--- src/rtl/sram_ctl_pkg.sv ---
package sram_ctl_pkg;

  typedef enum logic [1:0] {
    ST_IDLE  = 2'd0,
    ST_READ  = 2'd1,
    ST_WRITE = 2'd2
  } ctlState_t;

  // Strobes from control to datapath: pulses for this edge plus registered pin levels
  typedef struct packed {
    logic load;
    logic capture;
    logic ceOn;
    logic oeOn;
    logic weOn;
  } sramStrobes_t;

  function automatic int ceilCycles(input int ns, input int periodNs);
    int c;
    c = (ns + periodNs - 1) / periodNs;
    return (c < 1) ? 1 : c;
  endfunction

endpackage

--- src/rtl/sram_ctl_fsm.sv ---
module sram_ctl_fsm
  import sram_ctl_pkg::*;
#(
  parameter int LANES  = 2,
  parameter int RD_CYC = 6,
  parameter int WP_CYC = 4,
  parameter int WC_CYC = 6,
  parameter int CNT_W  = 4
) (
  input  logic             clk,
  input  logic             rst,
  input  logic             reqValid,
  input  logic             reqWrite,
  input  logic [LANES-1:0] reqBe,
  output logic             reqReady,
  output logic             rspDone,
  output sramStrobes_t     strobes
);

  localparam logic [CNT_W-1:0] RD_LAST = CNT_W'(RD_CYC - 1);
  localparam logic [CNT_W-1:0] WC_LAST = CNT_W'(WC_CYC - 1);
  localparam logic [CNT_W-1:0] WP_LIM  = CNT_W'(WP_CYC);

  ctlState_t        state, stateNxt;
  logic [CNT_W-1:0] cnt, cntNxt;
  logic             doneNxt;
  logic             loadNow, capNow;
  logic             ceQ, oeQ, weQ;
  logic             ceNxt, oeNxt, weNxt;

  always_comb begin
    stateNxt = state;
    cntNxt   = cnt;
    doneNxt  = 1'b0;
    loadNow  = 1'b0;
    capNow   = 1'b0;
    unique case (state)
      ST_IDLE: begin
        if (reqValid) begin
          if (reqBe == '0) begin
            doneNxt = 1'b1;
          end else begin
            loadNow  = 1'b1;
            cntNxt   = '0;
            stateNxt = reqWrite ? ST_WRITE : ST_READ;
          end
        end
      end
      ST_READ: begin
        if (cnt == RD_LAST) begin
          capNow   = 1'b1;
          doneNxt  = 1'b1;
          cntNxt   = '0;
          stateNxt = ST_IDLE;
        end else begin
          cntNxt = cnt + 1'b1;
        end
      end
      ST_WRITE: begin
        if (cnt == WC_LAST) begin
          doneNxt  = 1'b1;
          cntNxt   = '0;
          stateNxt = ST_IDLE;
        end else begin
          cntNxt = cnt + 1'b1;
        end
      end
      default: begin
        cntNxt   = '0;
        stateNxt = ST_IDLE;
      end
    endcase
  end

  // Pin levels follow the next state, registered so the pins do not glitch
  always_comb begin
    ceNxt = (stateNxt != ST_IDLE);
    oeNxt = (stateNxt == ST_READ);
    weNxt = (stateNxt == ST_WRITE) && (cntNxt < WP_LIM);
  end

  always_ff @(posedge clk) begin
    if (rst) begin
      state   <= ST_IDLE;
      cnt     <= '0;
      rspDone <= 1'b0;
      ceQ     <= 1'b0;
      oeQ     <= 1'b0;
      weQ     <= 1'b0;
    end else begin
      state   <= stateNxt;
      cnt     <= cntNxt;
      rspDone <= doneNxt;
      ceQ     <= ceNxt;
      oeQ     <= oeNxt;
      weQ     <= weNxt;
    end
  end

  assign reqReady        = (state == ST_IDLE);
  assign strobes.load    = loadNow;
  assign strobes.capture = capNow;
  assign strobes.ceOn    = ceQ;
  assign strobes.oeOn    = oeQ;
  assign strobes.weOn    = weQ;

endmodule

--- src/rtl/sram_ctl_datapath.sv ---
module sram_ctl_datapath
  import sram_ctl_pkg::*;
#(
  parameter int ADDR_W = 17,
  parameter int LANES  = 2,
  parameter int DATA_W = LANES * 8
) (
  input  logic              clk,
  input  logic              rst,
  input  sramStrobes_t      strobes,
  input  logic [ADDR_W-1:0] reqAddr,
  input  logic [DATA_W-1:0] reqWrData,
  input  logic [LANES-1:0]  reqBe,
  output logic [DATA_W-1:0] rspRdData,
  output logic              memCeN,
  output logic              memWeN,
  output logic              memOeN,
  output logic [LANES-1:0]  memLaneN,
  output logic [ADDR_W-1:0] memAddr,
  output logic [DATA_W-1:0] memDqOut,
  input  logic [DATA_W-1:0] memDqIn,
  output logic [LANES-1:0]  memDqOe
);

  logic [ADDR_W-1:0] addrQ;
  logic [DATA_W-1:0] wrDataQ;
  logic [LANES-1:0]  beQ;
  logic [DATA_W-1:0] rdDataQ;
  logic [DATA_W-1:0] rdMasked;

  always_ff @(posedge clk) begin
    if (rst) begin
      addrQ   <= '0;
      wrDataQ <= '0;
      beQ     <= '0;
    end else if (strobes.load) begin
      addrQ   <= reqAddr;
      wrDataQ <= reqWrData;
      beQ     <= reqBe;
    end
  end

  for (genvar g = 0; g < LANES; g++) begin : g_lane
    assign rdMasked[g*8 +: 8] = beQ[g] ? memDqIn[g*8 +: 8] : 8'h00;
    assign memLaneN[g]        = ~(strobes.ceOn & beQ[g]);
    assign memDqOe[g]         = strobes.weOn & beQ[g];
  end

  always_ff @(posedge clk) begin
    if (rst) begin
      rdDataQ <= '0;
    end else if (strobes.capture) begin
      rdDataQ <= rdMasked;
    end
  end

  assign memCeN    = ~strobes.ceOn;
  assign memOeN    = ~strobes.oeOn;
  assign memWeN    = ~strobes.weOn;
  assign memAddr   = addrQ;
  assign memDqOut  = wrDataQ;
  assign rspRdData = rdDataQ;

endmodule

--- src/rtl/async_sram_ctl.sv ---
module async_sram_ctl
  import sram_ctl_pkg::*;
#(
  parameter int CLK_PERIOD_NS  = 10,
  parameter int SPEED_GRADE_NS = 55,
  parameter int ADDR_W         = 17,
  parameter int DATA_W         = 16
) (
  input  logic              clk,
  input  logic              rst,
  input  logic              reqValid,
  output logic              reqReady,
  input  logic              reqWrite,
  input  logic [ADDR_W-1:0] reqAddr,
  input  logic [DATA_W-1:0] reqWrData,
  input  logic [DATA_W/8-1:0] reqBe,
  output logic              rspDone,
  output logic [DATA_W-1:0] rspRdData,
  output logic              memCeN,
  output logic              memWeN,
  output logic              memOeN,
  output logic [DATA_W/8-1:0] memLaneN,
  output logic [ADDR_W-1:0] memAddr,
  output logic [DATA_W-1:0] memDqOut,
  input  logic [DATA_W-1:0] memDqIn,
  output logic [DATA_W/8-1:0] memDqOe
);

  localparam int LANES   = DATA_W / 8;
  localparam bit FAST    = (SPEED_GRADE_NS <= 55);
  localparam int T_RC_NS = FAST ? 55 : 70;
  localparam int T_WC_NS = FAST ? 55 : 70;
  localparam int T_WP_NS = FAST ? 40 : 50;
  localparam int T_CW_NS = FAST ? 40 : 50;
  localparam int T_DS_NS = FAST ? 35 : 40;
  localparam int T_PULSE = (T_WP_NS > T_CW_NS) ?
                           ((T_WP_NS > T_DS_NS) ? T_WP_NS : T_DS_NS) :
                           ((T_CW_NS > T_DS_NS) ? T_CW_NS : T_DS_NS);
  localparam int RD_CYC  = ceilCycles(T_RC_NS, CLK_PERIOD_NS);
  localparam int WP_CYC  = ceilCycles(T_PULSE, CLK_PERIOD_NS);
  localparam int WC_RAW  = ceilCycles(T_WC_NS, CLK_PERIOD_NS);
  localparam int WC_CYC  = (WC_RAW > WP_CYC) ? WC_RAW : WP_CYC;
  localparam int CNT_MAX = (RD_CYC > WC_CYC) ? RD_CYC : WC_CYC;
  localparam int CNT_W   = $clog2(CNT_MAX + 1);

  sramStrobes_t strobes;

  sram_ctl_fsm #(
    .LANES (LANES),
    .RD_CYC(RD_CYC),
    .WP_CYC(WP_CYC),
    .WC_CYC(WC_CYC),
    .CNT_W (CNT_W)
  ) u_fsm (
    .clk     (clk),
    .rst     (rst),
    .reqValid(reqValid),
    .reqWrite(reqWrite),
    .reqBe   (reqBe),
    .reqReady(reqReady),
    .rspDone (rspDone),
    .strobes (strobes)
  );

  sram_ctl_datapath #(
    .ADDR_W(ADDR_W),
    .LANES (LANES),
    .DATA_W(DATA_W)
  ) u_dp (
    .clk      (clk),
    .rst      (rst),
    .strobes  (strobes),
    .reqAddr  (reqAddr),
    .reqWrData(reqWrData),
    .reqBe    (reqBe),
    .rspRdData(rspRdData),
    .memCeN   (memCeN),
    .memWeN   (memWeN),
    .memOeN   (memOeN),
    .memLaneN (memLaneN),
    .memAddr  (memAddr),
    .memDqOut (memDqOut),
    .memDqIn  (memDqIn),
    .memDqOe  (memDqOe)
  );

endmodule

--- config.mk ---
export PLATFORM = sky130hd
export DESIGN_NAME = async_sram_ctl
export DESIGN_NICKNAME = d
export VERILOG_FILES = /design/src/rtl/sram_ctl_pkg.sv /design/src/rtl/sram_ctl_fsm.sv /design/src/rtl/sram_ctl_datapath.sv /design/src/rtl/async_sram_ctl.sv
export SDC_FILE = /design/constraint.sdc
export NUM_CORES = 1
export LEC_CHECK = 0
export BUFFER_PORTS_ARGS = -buffer_cell sky130_fd_sc_hd__buf_2
export CORE_ASPECT_RATIO = 1.4
export CORE_MARGIN = 4
export CORE_UTILIZATION = 50
export CTS_CLUSTER_DIAMETER = 30
export DETAILED_ROUTE_END_ITERATION = 8
export PLACE_DENSITY = 0.9
export SYNTH_ARGS = -nofsm -noshare
export SYNTH_HDL_FRONTEND = slang
export SYNTH_HIERARCHICAL = 1
export SYNTH_SLANG_ARGS = --single-unit
export TNS_END_PERCENT = 5
--- constraint.sdc ---
create_clock -name clk -period 4.9 [get_ports clk]
set_clock_uncertainty 0.15 [all_clocks]
set_input_delay 0.245 -clock clk [delete_from_list [all_inputs] [get_ports clk]]
set_output_delay 0.245 -clock clk [all_outputs]
set_load 0.05 [all_outputs]
==> results.ini, run 1 <==
[run_status]
outcome = completed

[sta]
rsz0062_at_grt = false
worst_slew_pin_slew_ns = 1.25
timing.fmax_ghz = 0.394
hold_viol_final = 0
tns_ns = 0
finalSetupViolations = 0
fin_crit_sh = 0.518
drv_slew = 0
relSlewSlack = 0.165
fin_ws_ns = 2.36
period_needed_ns = 2.54

[synthesis]
netlist_instances = 248
netlist-cell-type-count = 32
syn-cell-area_sq_um = 2450
ys_top_cells_by_area = dfxtp_1 (49%), mux2i_1 (15%), nor2_1 (6.3%), nand2b_1 (4.3%), a21oi_1 (3.9%)
yosysWarningCount = 6
synth-edff-count = 0
yosysMostFrequentCell = dfxtp_1
synth_area_leader_cell = dfxtp_1
ys_seq_elements = 60
ys_seq_area_frac = 0.491
synth.cells.most_frequent = dfxtp_1 (60), nor2_1 (41), mux2i_1 (36)
yosysTopAreaCellShare = 0.491
async_flop_share = 0
postSynthAreaPerCell_sq_um = 9.87
ys.flop_type = dfxtp_1
syn_nets = 306

[cts]
htreeDepth = 3
cts_post_setup_buffers_inserted = 0
clockBufferDepth = 2
clock_sinks = 60
cts_resized = 0
root_buffer = clkbuf_8
path_clk_slew_ns = 0.07
cts_tree = done
insertion_delay_ns = 0.32
cts_buffers = 9

[final_layout]
fin_util = 0.690
layout.nets = 415
fillers = 374
synthToLayoutAreaGrowth_pct = 31.0
antennaDiodeCount = 0
fin_area_sq_um = 3210
drive_above_1_share = 0.373

[grt]
antenna_found_initial = 0
grt_max_degree = 55
grt_pass1_wl_mm = 8.97
grt_pass1_vias = 2078
grt-ovfl-total = 0
track_usage = 0.188

[die]
rows = 29
dieArea_sq_um = 6090
io-pin-count = 113
initial_core_util = 0.527
die_h_um = 90.8
core_region_area_sq_um = 4640
die_width_um = 67.1

[setup_path]
cp-end-kind = flip-flop
crit_type = flip-flop to flip-flop
r2r_slack_ns = 2.36
cp-start-kind = flip-flop
cp.required_ns = 4.91
r2r_cells = 6
regToRegStartpoint = u_fsm/state[0]$_SDFF_PP0_
critPathCapture = u_dp/memDqOut[0]$_SDFFE_PP0P_
crit_arrival_ns = 2.55
crit_start = u_fsm/state[0]$_SDFF_PP0_
r2r-end = u_dp/memDqOut[0]$_SDFFE_PP0P_
path_max_fanout = 35

[power]
power.share.combinational = 0.182
ir_worst_vdd_v = 0.000225
pwr-share-seq = 0.443
power.internal_w = 0.000847
netSwitchingFraction = 0.290
switchingPower_w = 0.000345
p_leak_nw = 1.51
clkPwrFrac = 0.374
powerDensity_nw_per_um2 = 372
power.total_w = 0.00119

[drt]
wl_mm = 5.65
dr_total_vias = 2090
via_per_inst = 4.93
drtIter0Drc = 65
wire_per_inst_um = 13.3
drc = 0
antenna_left = 0
detail_route.first_pass.iterations = 6

[placed_design]
placed_area_sq_um = 2920
finalWeightedCongestion = 0.907
pre_cts_ws_ns = 2.38
io_buffers = 112
dpl.hpwl_mm = 3.95

[min_path]
hold_path_class = input pin to flip-flop

[job]
maxCapViolations = 0

[cell families after synthesis]
group / after synthesis / share of synthesized area
mux: 36 / 0.147
simple gates: 91 / 0.184
fa+ha+maj: 3 / 0.0153
flops: 60 / 0.491
compound gates: 29 / 0.0813
buf+inv: 29 / 0.0813
[power groups by stage]
stage	combinational [W]	clock, W	sequential, W
2_1_floorplan	0.000107	0	0.000601
3_3_place_gp	0.000209	0	0.000538
3_5_place_dp	0.000213	0	0.000539
4_1_cts	0.000218	0.000462	0.000528
5_1_grt	0.000232	0.000484	0.000531
6_report	0.000217	0.000446	0.000529
[area by class of cell]
type	instances	area [sq um]	share of cell area
Multi-Input combinational cell	159	1050	0.329
Timing Repair Buffer	119	631	0.197
Inverter	8	30.0	0.00937
Clock inverter	5	60.1	0.0187
Clock buffer	11	151	0.0472
Tap cell	62	77.6	0.0242
Sequential cell	60	1200	0.375
[flip-flops by register name, indices dropped and copies added (netlist names)]
register / cells
u_fsm/cnt: 3
u_dp/beQ: 2
u_fsm/weQ: 1
u_fsm/rspDone: 1
u_dp/rspRdData: 16
u_dp/memDqOut: 16
u_fsm/oeQ: 1
u_fsm/ceQ: 1
u_dp/memAddr: 17
u_fsm/state: 2
[how the worst min path moves through the flow]
stage	startpoint	to	slack (ns)	cells past startpoint
after global placement	u_dp/rspRdData[5]$_SDFFE_PP0P_	u_dp/rspRdData[5]$_SDFFE_PP0P_	0.30	2
after global routing	reqAddr[2]	u_dp/memAddr[2]$_SDFFE_PP0P_	0.005	3
after detailed placement	u_dp/rspRdData[6]$_SDFFE_PP0P_	u_dp/rspRdData[6]$_SDFFE_PP0P_	0.31	2
after CTS	reqAddr[7]	u_dp/memAddr[7]$_SDFFE_PP0P_	0.004	3
after floorplan	rst	u_fsm/cnt[1]$_SDFFE_PP0P_	0.16	1
final	reqWrData[9]	u_dp/memDqOut[9]$_SDFFE_PP0P_	0.02	3
[per-stage QoR]
stage | hold WS (ns) | cells
after floorplan | 0.164 | 248
after global placement | 0.301 | 401
after detailed placement | 0.306 | 401
after CTS | 0.00353 | 424
after global routing | 0.00543 | 424
final | 0.0187 | 424
[placed cells by master, fill, tap and decap left out, types with 2 or more instances in the layout]
cell type,synthesis,layout
buf_2,6,112
clkbuf_8,0,11
nand3b_1,2,2
dfxtp_1,60,60
clkinv_4,0,2
nand3_1,18,18
o21ai_0,2,2
nor2_1,41,40
dlygate4sd3_1,0,7
nand2_1,4,4
mux2i_1,36,36
ha_1,3,3
nand2b_1,17,17
inv_1,8,8
a21oi_1,19,19
and2_1,3,3
[repair_timing]
action                                  in CTS  in global routing
hold buffers                                 7                  0
endpoints found under the setup margin       0                  0
hold endpoints to repair                     7                  0
[layer usage]
metal | track usage | wire [um] | vias up
met5 | 0 | 0 | -
li1 | - | - | 1043
met1 | 0.193 | 2210 | 959
met4 | 0.0761 | 67 | 0
met3 | 0.0635 | 424 | 8
met2 | 0.336 | 2950 | 80
[worst max-delay path: stages, from the launching register on]
cell	delay (ns)
dfxtp_1	0.37
inv_1	0.08
ha_1	0.30
nand2_1	0.14
nor2_4	0.94
mux2i_1	0.32
nor2_1	0.06
(Power assumes the default switching activity.)
==> run 2, diff against run 1 <==
--- a/config.mk
+++ b/config.mk
@@ -8,10 +8,10 @@
 export BUFFER_PORTS_ARGS = -buffer_cell sky130_fd_sc_hd__buf_2
 export CORE_ASPECT_RATIO = 1.4
 export CORE_MARGIN = 4
-export CORE_UTILIZATION = 50
+export CORE_UTILIZATION = 42
 export CTS_CLUSTER_DIAMETER = 30
 export DETAILED_ROUTE_END_ITERATION = 8
-export PLACE_DENSITY = 0.9
+export PLACE_DENSITY = 0.81
 export SYNTH_ARGS = -nofsm -noshare
 export SYNTH_HDL_FRONTEND = slang
 export SYNTH_HIERARCHICAL = 1
==> constraint.sdc (replaced) <==
create_clock -name clk -period 2.29 [get_ports clk]
set_clock_uncertainty 0.15 [all_clocks]
set_input_delay 0.1145 -clock clk [delete_from_list [all_inputs] [get_ports clk]]
set_output_delay 0.1145 -clock clk [all_outputs]
set_load 0.05 [all_outputs]
==> results.ini, run 2 (synthesis gave the netlist of run 1 again) <==
[min_path]
whs_path_depth = 3
hold_path_class = input pin to flip-flop

[drt]
antenna_left = 0
top_layer = met4
via_per_inst = 4.89
drc = 0
wl_mm = 6.81
drtIter0Drc = 104
dr_total_vias = 2336
wl_met1_mm = 2.55
dr_wl_met2_mm = 3.61
dr_wl_met3_um = 447
detail_route.first_pass.iterations = 5
wire_per_inst_um = 14.3

[setup_path]
crit_path_top_delay_cell = dfxtp_1
crit_buf_inv = 2
cp-start-kind = flip-flop
path_max_fanout = 35
r2r_slack_ns = 0.36
r2r_cells = 7
cp.required_ns = 2.33
crit_arrival_ns = 1.97
crit_type = flip-flop to flip-flop
cp-end-kind = flip-flop
cp.depth = 7
crit_chain = inv_1 -> ha_1 -> nand2_1 -> nor2_4 -> buf_12 -> mux2i_1 -> nor2_1
worst_path_largest_cell_delay_ns = 0.37
critical_path.top_delay_family = flip-flops

[power]
power.internal_w = 0.00180
powerDensity_nw_per_um2 = 695
pwr-share-seq = 0.444
switchingPower_w = 0.000750
ir_worst_vdd_v = 0.000453
power.share.combinational = 0.210
power.total_w = 0.00255
p_leak_nw = 1.70
netSwitchingFraction = 0.294
clkPwrFrac = 0.345

[placed_design]
pre_cts_ws_ns = 0.442
finalWeightedCongestion = 0.887
dpl.hpwl_mm = 4.15
io_buffers = 112

[sta]
rsz0062_at_grt = false
whs_ns = 0.0400
drv_slew = 0
period_needed_ns = 1.93
worst_slew_pin_slew_ns = 0.519
fin_crit_sh = 0.843
fin_ws_ns = 0.359
timing.fmax_ghz = 0.518
tns_ns = 0
relSlewSlack = 0.654
hold_viol_final = 0
finalSetupViolations = 0

[cts]
cts_tree = done
cts_buffers = 9
htreeDepth = 3
clockBufferDepth = 2
root_buffer = clkbuf_8
insertion_delay_ns = 0.32
clock_sinks = 60
path_clk_slew_ns = 0.06
cts_post_setup_buffers_inserted = 0

[grt]
grt_pass1_wl_mm = 10.9
grt_max_degree = 54
grt_pass1_vias = 2388
antenna_found_initial = 0
grt-ovfl-total = 0
track_usage = 0.194

[job]
maxCapViolations = 0

[die]
io-pin-count = 113
die_h_um = 98.3
die_width_um = 72.5
core_region_area_sq_um = 5570
initial_core_util = 0.440
rows = 32
dieArea_sq_um = 7130

[final_layout]
drive_above_1_share = 0.332
layout_commonest_cell = buf_2
layout.nets = 463
fillers = 461
final_cell_mix = buf_2 (112), dfxtp_1 (60), dlygate4sd3_1 (52)
antennaDiodeCount = 0
synthToLayoutAreaGrowth_pct = 50.0
largest_reg_flops = 17

[run_status]
outcome = completed

## run 2: final timing paths
path | from | end
max | u_fsm/state[0]$_SDFF_PP0_ | u_dp/memDqOut[8]$_SDFFE_PP0P_
min | reqWrite | u_fsm/weQ$_SDFF_PP0_
max reg2reg | u_fsm/state[0]$_SDFF_PP0_ | u_dp/memDqOut[8]$_SDFFE_PP0P_
min reg2reg | u_dp/rspRdData[6]$_SDFFE_PP0P_ | u_dp/rspRdData[6]$_SDFFE_PP0P_
## run 2: final cells by class
class,count,area [sq um],area share
multi-input combinational,159,1050,0.287
clock buffer,11,131,0.0358
timing repair buffer,167,1120,0.304
tap,68,85.1,0.0232
sequential,60,1200,0.327
clock inverter,5,52.6,0.0143
inverter,8,30.0,0.00818
## run 2: worst register-to-register path, stage by stage (launching register included)
cell,delay [ns]
dfxtp_1,0.37
inv_1,0.09
ha_1,0.32
nand2_1,0.14
nor2_4,0.11
buf_12,0.25
mux2i_1,0.29
nor2_1,0.06
## run 2: layer usage
metal,global-route usage,vias to the layer above
li1,-,1145
met5,0,-
met2,0.354,92
met3,0.0536,18
met1,0.198,1081
met4,0.0938,0
## run 2: timing repair
item / CTS / global route
resized for setup: 0 / 0
endpoints found under the hold margin: 52 / 0
hold buffers: 52 / 0
## run 2: power by group through the flow
stage | clock, W | sequential, W | combinational [W]
2_1_floorplan | 0 | 0.00129 | 0.000229
6_report | 0.000881 | 0.00113 | 0.000536
3_5_place_dp | 0 | 0.00115 | 0.000463
3_3_place_gp | 0 | 0.00115 | 0.000456
4_1_cts | 0.000913 | 0.00113 | 0.000533
5_1_grt | 0.000968 | 0.00114 | 0.000570
## run 2: metrics by stage
stage / instance area (sq um) / util / instances
global placement: 2970 / 0.533 / 410
finish: 3670 / 0.660 / 478
CTS: 3670 / 0.660 / 478
floorplan: 2450 / - / 248
global route: 3670 / 0.660 / 478
detailed placement: 2970 / 0.533 / 410
==> run 3, diff against run 2 <==
--- a/config.mk
+++ b/config.mk
@@ -8,10 +8,10 @@
 export BUFFER_PORTS_ARGS = -buffer_cell sky130_fd_sc_hd__buf_2
 export CORE_ASPECT_RATIO = 1.4
 export CORE_MARGIN = 4
-export CORE_UTILIZATION = 42
+export CORE_UTILIZATION = 46
 export CTS_CLUSTER_DIAMETER = 30
 export DETAILED_ROUTE_END_ITERATION = 8
-export PLACE_DENSITY = 0.81
+export PLACE_DENSITY = 0.84
 export SYNTH_ARGS = -nofsm -noshare
 export SYNTH_HDL_FRONTEND = slang
 export SYNTH_HIERARCHICAL = 1
==> constraint.sdc (replaced) <==
create_clock -name clk -period 1.8 [get_ports clk]
set_clock_uncertainty 0.15 [all_clocks]
set_input_delay 0.09 -clock clk [delete_from_list [all_inputs] [get_ports clk]]
set_output_delay 0.09 -clock clk [all_outputs]
set_load 0.05 [all_outputs]
==> results.ini, run 3 (synthesis gave the netlist of run 1 again) <==
[drt]
dr_wl_met2_mm = 4.10
wire_per_inst_um = 15.1
top_layer = met4
wl_mm = 7.33
dr_total_vias = 2383
dr_wl_met3_um = 446
detail_route.first_pass.iterations = 4
via_per_inst = 4.91
antenna_left = 0
drc = 0
drtIter0Drc = 103
wl_met1_mm = 2.58

[power]
power.total_w = 0.00347
ir_worst_vdd_v = 0.000579
powerDensity_nw_per_um2 = 904
p_leak_nw = 1.78

[sta]
fin_crit_sh = 0.966
hold_viol_final = 0
timing.fmax_ghz = 0.575
relSlewSlack = 0.644
worst_slew_pin_slew_ns = 0.534
fin_ws_ns = 0.0609
whs_ns = 0.0679
finalSetupViolations = 0
drv_slew = 0
period_needed_ns = 1.74

[die]
initial_core_util = 0.474
die_width_um = 69.6
rows = 31
core_region_area_sq_um = 5160
dieArea_sq_um = 6570
die_h_um = 94.3
io-pin-count = 113

[setup_path]
r2r_cells = 8
crit_start = u_fsm/state[1]$_SDFF_PP0_
cp-end-kind = flip-flop
worst_path_largest_cell_delay_ns = 0.35
cp.required_ns = 1.84
critical_path.top_delay_family = buffers and inverters
r2r_slack_ns = 0.06
critPathCapture = u_dp/memDqOut[1]$_SDFFE_PP0P_
crit_chain = inv_2 -> ha_4 -> nand2_1 -> nor2_4 -> buf_12 -> buf_12 -> mux2i_1 -> nor2_1
crit_type = flip-flop to flip-flop
crit_arrival_ns = 1.78
crit_buf_inv = 3
cp.depth = 8
r2r-end = u_dp/memDqOut[1]$_SDFFE_PP0P_
regToRegStartpoint = u_fsm/state[1]$_SDFF_PP0_
path_max_fanout = 12
crit_path_top_delay_cell = dfxtp_1
cp-start-kind = flip-flop
cpMostUsedCell = buf_12

[grt]
grt_max_degree = 54
grt_pass1_vias = 2371
antenna_found_initial = 0
track_usage = 0.219
grt_pass1_wl_mm = 11.2
grt-ovfl-total = 0

[final_layout]
largest_reg_flops = 17
multi_input_area_sq_um = 1070
layout_commonest_cell = buf_2
final_cell_mix = buf_2 (112), dfxtp_1 (59), dlygate4sd3_1 (53)
synthToLayoutAreaGrowth_pct = 56.9
drive_above_1_share = 0.354
fin_area_sq_um = 3840
fillers = 361
layout.nets = 471
regArea_sq_um = 1200
finalNonFillerCells = 485

[run_status]
outcome = completed

[cts]
clock_sinks = 60
htreeDepth = 3
path_clk_slew_ns = 0.06
root_buffer = clkbuf_8
clockBufferDepth = 2
cts_tree = done
insertion_delay_ns = 0.32
cts_buffers = 9

[placed_design]
placed_area_sq_um = 3000
dp_cells = 410
finalWeightedCongestion = 0.826
pre_cts_ws_ns = 0.0456
io_buffers = 112
dpl.hpwl_mm = 4.22

[min_path]
hold_path_class = input pin to flip-flop

[job]
maxCapViolations = 0

==> run 3: metrics by stage <==
stage               utilization  setup TNS, ns
floorplan                     -              0
global placement          0.582              0
detailed placement        0.582              0
CTS                       0.728              0
global route              0.744        -0.0317
finish                    0.744              0
==> run 3: area by class of cell <==
type / instances / area share
Clock buffer: 13 / 0.0466
Tap cell: 66 / 0.0215
Clock inverter: 3 / 0.0111
Antenna cell: 1 / 0.000652
Inverter: 8 / 0.00782
Timing Repair Buffer: 175 / 0.321
Sequential cell: 60 / 0.313
Multi-Input combinational cell: 159 / 0.278
==> run 3: what timing repair did <==
item | CTS | global route
resized for setup | 0 | 4
hold buffers | 53 | 0
hold endpoints to repair | 54 | 0
setup endpoints to repair | 0 | 35
buffers inserted | 0 | 3
==> run 3: layer usage <==
layer  GRT usage  vias up
li1            -     1155
met1       0.216     1109
met2       0.408      100
met3      0.0503       19
met4       0.145        0
met5           0        -
==> run 3: how the worst min path moves through the flow <==
stage / from / end / slack, ns / cells past startpoint
after CTS: rst / u_fsm/rspDone$_SDFF_PP0_ / 0.05 / 4
after detailed placement: reqWrData[4] / u_dp/memDqOut[4]$_SDFFE_PP0P_ / 0.19 / 3
after global routing: rst / u_fsm/state[0]$_SDFF_PP0_ / 0.07 / 4
final: rst / u_fsm/state[0]$_SDFF_PP0_ / 0.07 / 4
after global placement: reqAddr[0] / u_dp/memAddr[0]$_SDFFE_PP0P_ / 0.18 / 3
after floorplan: rst / u_fsm/cnt[1]$_SDFFE_PP0P_ / 0.009 / 1
==> run 3: power breakdown <==
part | internal, W | switching (W)
combinational | 0.000306 | 0.000438
sequential | 0.00140 | 0.0000481
clock | 0.000788 | 0.000495
total | 0.00249 | 0.000981
==> run 3: worst min-delay path, cell delays in order <==
cell    delay (ns)
buf_2         0.08
or2_1         0.14
buf_4         0.15
nor2_1        0.04
